<file path="src/rtl/dcnt_pkg.sv">
package dcnt_pkg;

  // Action chosen for the count register in one system clock cycle,
  // listed from highest to lowest priority.
  typedef enum logic [1:0] {
    ACT_CLEAR = 2'd0,
    ACT_LOAD  = 2'd1,
    ACT_DEC   = 2'd2,
    ACT_HOLD  = 2'd3
  } dcnt_act_e;

  // Two-flop minimum for metastability settling.
  localparam int unsigned DCNT_MIN_SYNC = 2;

endpackage

</file>
<file path="src/rtl/dcnt_sync.sv">
module dcnt_sync #(
  parameter int unsigned STAGES = 2
) (
  input  logic clk,
  input  logic rst,
  input  logic async_i,
  output logic sync_o
);

  localparam int unsigned N = (STAGES < dcnt_pkg::DCNT_MIN_SYNC) ?
                              dcnt_pkg::DCNT_MIN_SYNC : STAGES;

  logic [N-1:0] chain_q;

  always_ff @(posedge clk) begin
    if (rst) begin
      chain_q <= '0;
    end else begin
      chain_q <= {chain_q[N-2:0], async_i};
    end
  end

  assign sync_o = chain_q[N-1];

endmodule

</file>
<file path="src/rtl/dcnt_edge.sv">
module dcnt_edge #(
  parameter int unsigned STAGES = 2
) (
  input  logic clk,
  input  logic rst,
  input  logic async_i,
  output logic level_o,
  output logic rise_o,
  output logic fall_o
);

  logic sync_lvl;
  logic prev_q;

  dcnt_sync #(.STAGES(STAGES)) u_sync (
    .clk     (clk),
    .rst     (rst),
    .async_i (async_i),
    .sync_o  (sync_lvl)
  );

  always_ff @(posedge clk) begin
    if (rst) begin
      prev_q <= 1'b0;
    end else begin
      prev_q <= sync_lvl;
    end
  end

  assign level_o = sync_lvl;
  assign rise_o  = sync_lvl & ~prev_q;
  assign fall_o  = ~sync_lvl & prev_q;

endmodule

</file>
<file path="src/rtl/dcnt_core.sv">
module dcnt_core
  import dcnt_pkg::*;
#(
  parameter int unsigned CNT_W    = 4,
  parameter bit          BCD_MODE = 1'b1
) (
  input  logic             clk,
  input  logic             rst,
  input  logic             clr_i,
  input  logic             load_i,
  input  logic [CNT_W-1:0] preset_i,
  input  logic             casc_fb_i,
  input  logic             clk_lvl_i,
  input  logic             clk_rise_i,
  input  logic             clk_fall_i,
  input  logic             inh_lvl_i,
  input  logic             inh_rise_i,
  input  logic             inh_fall_i,
  output logic [CNT_W-1:0] count_o,
  output logic             zero_o
);

  localparam logic [CNT_W-1:0] WRAP_VAL = BCD_MODE ? CNT_W'(9) : {CNT_W{1'b1}};
  localparam logic [CNT_W-1:0] ONE      = CNT_W'(1);

  logic [CNT_W-1:0] cnt_q;
  logic [CNT_W-1:0] cnt_nxt;
  logic             zero_q;
  logic             dec_evt;
  dcnt_act_e        act;

  // A count event: rising count clock with inhibit low, or falling
  // inhibit with the count clock high.
  assign dec_evt = (clk_rise_i & ~inh_lvl_i) | (inh_fall_i & clk_lvl_i);

  always_comb begin
    if (clr_i)        act = ACT_CLEAR;
    else if (load_i)  act = ACT_LOAD;
    else if (dec_evt) act = ACT_DEC;
    else              act = ACT_HOLD;
  end

  always_comb begin
    unique case (act)
      ACT_CLEAR: cnt_nxt = '0;
      ACT_LOAD:  cnt_nxt = preset_i;
      ACT_DEC:   cnt_nxt = (cnt_q == '0) ? WRAP_VAL : cnt_q - ONE;
      default:   cnt_nxt = cnt_q;
    endcase
  end

  always_ff @(posedge clk) begin
    if (rst) begin
      cnt_q  <= '0;
      zero_q <= 1'b0;
    end else begin
      cnt_q  <= cnt_nxt;
      zero_q <= (cnt_nxt == '0) && casc_fb_i;
    end
  end

  assign count_o = cnt_q;
  assign zero_o  = zero_q;

  AST_CLEAR_WINS: assert property (@(posedge clk) disable iff (rst)
    clr_i |=> (count_o == '0));

  AST_LOAD_VALUE: assert property (@(posedge clk) disable iff (rst)
    (!clr_i && load_i) |=> (count_o == $past(preset_i)));

  AST_DEC_STEP: assert property (@(posedge clk) disable iff (rst)
    (!clr_i && !load_i && dec_evt) |=>
      (count_o == (($past(count_o) == '0) ? WRAP_VAL : $past(count_o) - ONE)));

  AST_IGNORED_EDGES: assert property (@(posedge clk) disable iff (rst)
    (!clr_i && !load_i && !clk_rise_i && !inh_fall_i && (clk_fall_i || inh_rise_i))
      |=> $stable(count_o));

  AST_ZERO_QUAL: assert property (@(posedge clk) disable iff (rst)
    1'b1 |=> (zero_o == ((count_o == '0) && $past(casc_fb_i))));

endmodule

</file>
<file path="src/rtl/dcnt_divider.sv">
module dcnt_divider #(
  parameter int unsigned CNT_W       = 4,
  parameter bit          BCD_MODE    = 1'b1,
  parameter int unsigned SYNC_STAGES = 2
) (
  input  logic             clk,
  input  logic             rst,
  input  logic             cnt_clk_i,
  input  logic             inh_i,
  input  logic             clr_i,
  input  logic             load_i,
  input  logic [CNT_W-1:0] preset_i,
  input  logic             casc_fb_i,
  output logic [CNT_W-1:0] count_o,
  output logic             zero_o
);

  logic clk_lvl, clk_rise, clk_fall;
  logic inh_lvl, inh_rise, inh_fall;

  dcnt_edge #(.STAGES(SYNC_STAGES)) u_clk_edge (
    .clk     (clk),
    .rst     (rst),
    .async_i (cnt_clk_i),
    .level_o (clk_lvl),
    .rise_o  (clk_rise),
    .fall_o  (clk_fall)
  );

  dcnt_edge #(.STAGES(SYNC_STAGES)) u_inh_edge (
    .clk     (clk),
    .rst     (rst),
    .async_i (inh_i),
    .level_o (inh_lvl),
    .rise_o  (inh_rise),
    .fall_o  (inh_fall)
  );

  dcnt_core #(.CNT_W(CNT_W), .BCD_MODE(BCD_MODE)) u_core (
    .clk        (clk),
    .rst        (rst),
    .clr_i      (clr_i),
    .load_i     (load_i),
    .preset_i   (preset_i),
    .casc_fb_i  (casc_fb_i),
    .clk_lvl_i  (clk_lvl),
    .clk_rise_i (clk_rise),
    .clk_fall_i (clk_fall),
    .inh_lvl_i  (inh_lvl),
    .inh_rise_i (inh_rise),
    .inh_fall_i (inh_fall),
    .count_o    (count_o),
    .zero_o     (zero_o)
  );

  AST_RESET_CLEARS: assert property (@(posedge clk)
    rst |=> (count_o == '0 && !zero_o));

endmodule

</file>
<file path="config.mk">
export PLATFORM = sky130hd
export DESIGN_NAME = dcnt_divider
export DESIGN_NICKNAME = d
export VERILOG_FILES = /design/src/rtl/dcnt_pkg.sv /design/src/rtl/dcnt_sync.sv /design/src/rtl/dcnt_edge.sv /design/src/rtl/dcnt_core.sv /design/src/rtl/dcnt_divider.sv
export SDC_FILE = /design/constraint.sdc
export NUM_CORES = 1
export LEC_CHECK = 0
export BUFFER_PORTS_ARGS = -buffer_cell sky130_fd_sc_hd__buf_2
export CORE_AREA = 2 2 39 41
export CTS_CLUSTER_SIZE = 40
export DETAILED_ROUTE_END_ITERATION = 16
export DIE_AREA = 0 0 41 43
export PLACE_DENSITY_LB_ADDON = 0.1
export SYNTH_ARGS = -nofsm -noshare
export SYNTH_HDL_FRONTEND = slang
export SYNTH_HIERARCHICAL = 1
export SYNTH_SLANG_ARGS = --single-unit
</file>
<file path="constraint.sdc">
create_clock -name clk -period 1.9 [get_ports clk]
set_input_delay 0.285 -clock clk [delete_from_list [all_inputs] [get_ports clk]]
set_output_delay 0.285 -clock clk [all_outputs]
set_load 0.01 [all_outputs]
</file>
# Word-level counts from Yosys, hierarchy flattened
# Cells that the tools add are included.
[classes] add_sub_neg=1 mul=0 div=0 order_cmp=0 eq_ne=2 shift=0 n_mux=5 bitwise_logic=7 reduce_logical=4
[ops] op="case mux 4 bit (3 select lines)" n=1
[ops] op="zero test 4 bit" n=2
[ops] op="bitwise AND 1 bit" n=4
[ops] op="2-to-1 mux 2 bit" n=2
[ops] op="2-to-1 mux 4 bit" n=1
[ops] op="subtractor 4 x 1 -> 4 bit (second input constant)" n=1
[ops] op="equality test 2 x 1 -> 1 bit (second input constant)" n=1
[ops] op="equality test 2 bit (second input constant)" n=1
[ops] op="zero test 2 bit" n=1
[ops] op="NOT 1 bit" n=2
[ops] op="logical AND 1 bit" n=1
[ops] op="2-to-1 mux 1 bit" n=1
[ops] op="bitwise OR 1 bit" n=1
[word_totals] ff_bits=11 latchBits=0 ram_bits=0 romBits=0 out_inout_bits=5 wordCells=25 mem_count=0

# Logic depth before layout (Yosys ltp)
[depth] ltp_word=11 ltp_mapped=6

# By module
# Netlist, hierarchy kept.
[by_module_without_submodules] mod="dcnt_core" n_inst=1 cells_each=43 area_per_inst_um2=365.4 seq_area_each_um2=100.1
[by_module_without_submodules] mod="dcnt_sync" n_inst=2 cells_each=4 area_per_inst_um2=52.6 seq_area_each_um2=40.0
[by_module_without_submodules] mod="dcnt_edge" n_inst=2 cells_each=4 area_per_inst_um2=38.8 seq_area_each_um2=20.0

# Worst setup path after synthesis
# No wires, ideal clock.
[synth_timing] path_type="reg2reg" from="register u_core.cnt_q[0], in the netlist u_core/count_o[0]" to="register u_core.zero_q, in the netlist u_core/zero_o" setup_ns=0.117 arrival_ns=1.595 t_required_ns=1.783 slack_ns=0.188 stages_incl_launch_ff=7 n_path_buf=0 period_less_slack_ns=1.712 cell_sequence="dfxtp_1 > inv_1 > ha_1 > or3b_2 > a311oi_1 > mux2i_1 > and4bb_1"
[synth_between] elab_chain_cells=5 elab_cells_between_ends=6
[synth_lines] element="start: declaration" line="dcnt_core.sv:26" source="logic [CNT_W-1:0] cnt_q;"
[synth_lines] element="start signal: assignment" line="dcnt_core.sv:57" source="cnt_q <= cnt_nxt;"
[synth_lines] element="subtractor 4 x 1 -> 4 bit / zero test 4 bit (equally long branches)" line="dcnt_core.sv:47" source="ACT_DEC: cnt_nxt = (cnt_q == '0) ? WRAP_VAL : cnt_q - ONE;"
[synth_lines] element="2-to-1 mux 4 bit" line="dcnt_core.sv:47"
[synth_lines] element="case mux 4 bit (3 select lines) *" line="dcnt_core.sv:44" source="unique case (act)"
[synth_lines] element="zero test 4 bit *" line="dcnt_core.sv:58" source="zero_q <= (cnt_nxt == '0) && casc_fb_i;"
[synth_lines] element="logical AND 1 bit *" line="dcnt_core.sv:58"
[synth_lines] element="end signal: assignment" line="dcnt_core.sv:58"
[synth_lines] element="end: declaration" line="dcnt_core.sv:28" source="logic zero_q;"
# Every way passes the cells marked *; elsewhere a longest branch is shown, timed or not.
# A chain may end at the register's enable or synchronous reset.

# Worst setup path in the final report
[layout_timing] from="register u_core.cnt_q[1], in the netlist u_core/count_o[1]" to="register u_core.zero_q, in the netlist u_core/zero_o"
# The elaborated chain is that of the path after synthesis.

==> key figures <==
Status
  – Status: finished, final reports clean

Power
  – Gate power share: 0.188
  – Static Leak: slightly above 0.0003 uW
  – Int Pwr: 369 uW
  – Pwr dens: about 730 mW/mm^2
  – Clock power frac: 0.304
  – Sequential Power Share: 0.508
  – Total power: around 500 uW
  – VDD IR max: ~0.00058 V
  – Sw power: between 100 and 150 uW
  – Switch share: 0.257

Timing
  – Period Utilization, post-route: 0.965
  – Worst hold slack: approximately 0.23 ns
  – Fin Clk Skew: ~0.0038 ns
  – Post-layout min period: between 1.5 and 2 ns
  – Slew @ Worst Pin: 0.254 ns
  – Final count of negative-setup-slack endpoints: 0
  – Slew HR: 0.831
  – FMAX: approximately 550 MHz
  – Fin. Hold Viols: 0
  – Slew Limit Fails: 0

Global routing
  – Met3 Usage GRT: 0.0366
  – Met2 GRT Util: 0.203
  – Vias in the first global route: between 400 and 500
  – Initial antenna violation count: 0
  – Gr usage total: 0.153
  – Gr busiest metal: met1
  – Largest net degree at the start of global routing: 12
  – Met1 usage: 0.221
  – Global-route wire length before repair: 1.86 mm
  – Overflow after GRT: 0

Clock tree
  – Num CTS Buffers: 3
  – CTS resizes: 0
  – CTS root buffer: clkbuf_4
  – H-Tree Level Count: 1
  – CTS Sinks: 11
  – Max clock buf depth: 2
  – Worst-path clk slew: 0.07 ns
  – Clk_lat worst skew: roughly 0.26 ns
  – TritonCTS clock tree: yes
  – Postcts setup bufs: 0
  – Hold-fix buffers, CTS: 0

Finish
  – Layout cell share with drive strength beyond 1: 0.333
  – Area grow syn2layout: 26.9%
  – Most common cell after layout, fill and taps aside: buf_2
  – Commonest non-fill, non-tap cells in the layout: buf_2 (15), nor2b_1 (11), dfxtp_1 (11)
  – Number of diodes: 0
  – Final instance area: 679 um^2
  – Final std cells w/o fill: 94
  – Fillers: 131
  – Final #Nets: between 90 and 100

Routing
  – DRC violations left: 0
  – Post-route ant nets: 0
  – Number of iterations in the first detailed-routing pass: 4
  – Starting DRT DRC Count: 11
  – WL/cell: around 11 um
  – DR vias/cell: between 5 and 6
  – DR vias: between 400 and 500
  – Routed WL: between 1 and 1.5 mm

Yosys
  – Synthesized Nets: between 60 and 70
  – Syn Inst Count: 57
  – Post-Syn Area per Cell: 9.39 um^2
  – Synth Warn #: 6
  – Post-Synthesis Cell Area: around 540 um^2

Setup path
  – Flop2flop setup slack: ~0.066 ns
  – Crit path capture type: flip-flop
  – Crit path kind: reg -> reg
  – Critical Path Fanout Max: 6
  – Reg2Reg Depth: 6
  – Setup crit start kind: flip-flop
  – CP Data Arrival Time: about 2.0 ns
  – FF-to-FF Start: u_core/count_o[1]
  – Reg-to-Reg End: u_core/zero_o
  – Critical Path RT: 2.05 ns

Die
  – Die area: between 0.0015 and 0.002 mm^2
  – Rows: 14
  – # IOs: 16
  – Initial Util: 0.387
  – Chip width: a little over 40 um
  – Core Region: around 0.0014 mm^2
  – Die height: approximately 43 um

Flow run
  – Max-cap violations: 0

Worst hold path
  – Worst Hold Path Cells: 2
  – Hold WC Path Type: in -> reg
  – WHS Endpoint: u_clk_edge/u_sync/chain_q[0]
  – Worst Hold Launch: cnt_clk_i

Place
  – Placed cells: 90
  – Post-DP Area: about 650 um^2
  – PortBufs: 15
  – Routability cong.: just over 0.8
  – HPWL after DPL: slightly above 800 um
==> registers in the layout, indices dropped and copies added, names as in the netlist <==
name                       flops
u_clk_edge/prev_q              1
u_core/zero_o                  1
u_inh_edge/u_sync/chain_q      2
u_inh_edge/prev_q              1
u_core/count_o                 4
u_clk_edge/u_sync/chain_q      2
==> worst max-delay path, stage by stage, from the launching register on <==
cell and delay, ns:
dfxtp_1 0.35, inv_1 0.07, ha_1 0.20, or3b_2 0.48, a311oi_2 0.30, mux2i_1 0.13
and4bb_1 0.20
==> metal layers <==
metal,up-vias,share of wire
met5,-,0
met4,0,0.0074
met3,2,0.045
met2,9,0.45
met1,233,0.49
li1,252,-
==> layout make-up <==
| cell class | count | area (um^2) | share of cell area |
|---|---|---|---|
| clock inverter | 1 | 5.00 | 0.00737 |
| inverter | 4 | 15.0 | 0.0221 |
| clock buffer | 3 | 22.5 | 0.0331 |
| multi-input combinational | 42 | 307 | 0.451 |
| timing repair buffer | 17 | 90.1 | 0.133 |
| sequential | 11 | 220 | 0.324 |
| tap | 16 | 20.0 | 0.0295 |
==> power by group through the flow <==
stage                     clock [uW]  combinational, uW  sequential, uW
after floorplan                    0               51.0             260
after global placement             0               92.1             257
after detailed placement           0               90.7             257
after CTS                        161               91.2             252
after global routing             173                104             254
final                            151               93.5             252
==> worst max path at each step <==
| stage | from | end | cells after the start |
|---|---|---|---|
| floorplan | u_core/count_o[0] | u_core/zero_o | 6 |
| global placement | u_core/count_o[1] | u_core/zero_o | 6 |
| detailed placement | u_core/count_o[1] | u_core/zero_o | 6 |
| CTS | u_core/count_o[1] | u_core/zero_o | 6 |
| global route | u_core/count_o[1] | u_core/zero_o | 6 |
| finish | u_core/count_o[1] | u_core/zero_o | 6 |
==> per-stage QoR <==
stage | utilization | setup slack [ns] | TNS, ns
6_report | 0.491 | 0.0656 | 0
5_1_grt | 0.491 | -0.0263 | -0.0263
4_1_cts | 0.486 | 0.0908 | 0
3_5_place_dp | 0.467 | 0.126 | 0
3_3_place_gp | 0.467 | 0.101 | 0
2_1_floorplan | - | 0.188 | 0
No activity file was read; power rests on OpenSTA's default activity.
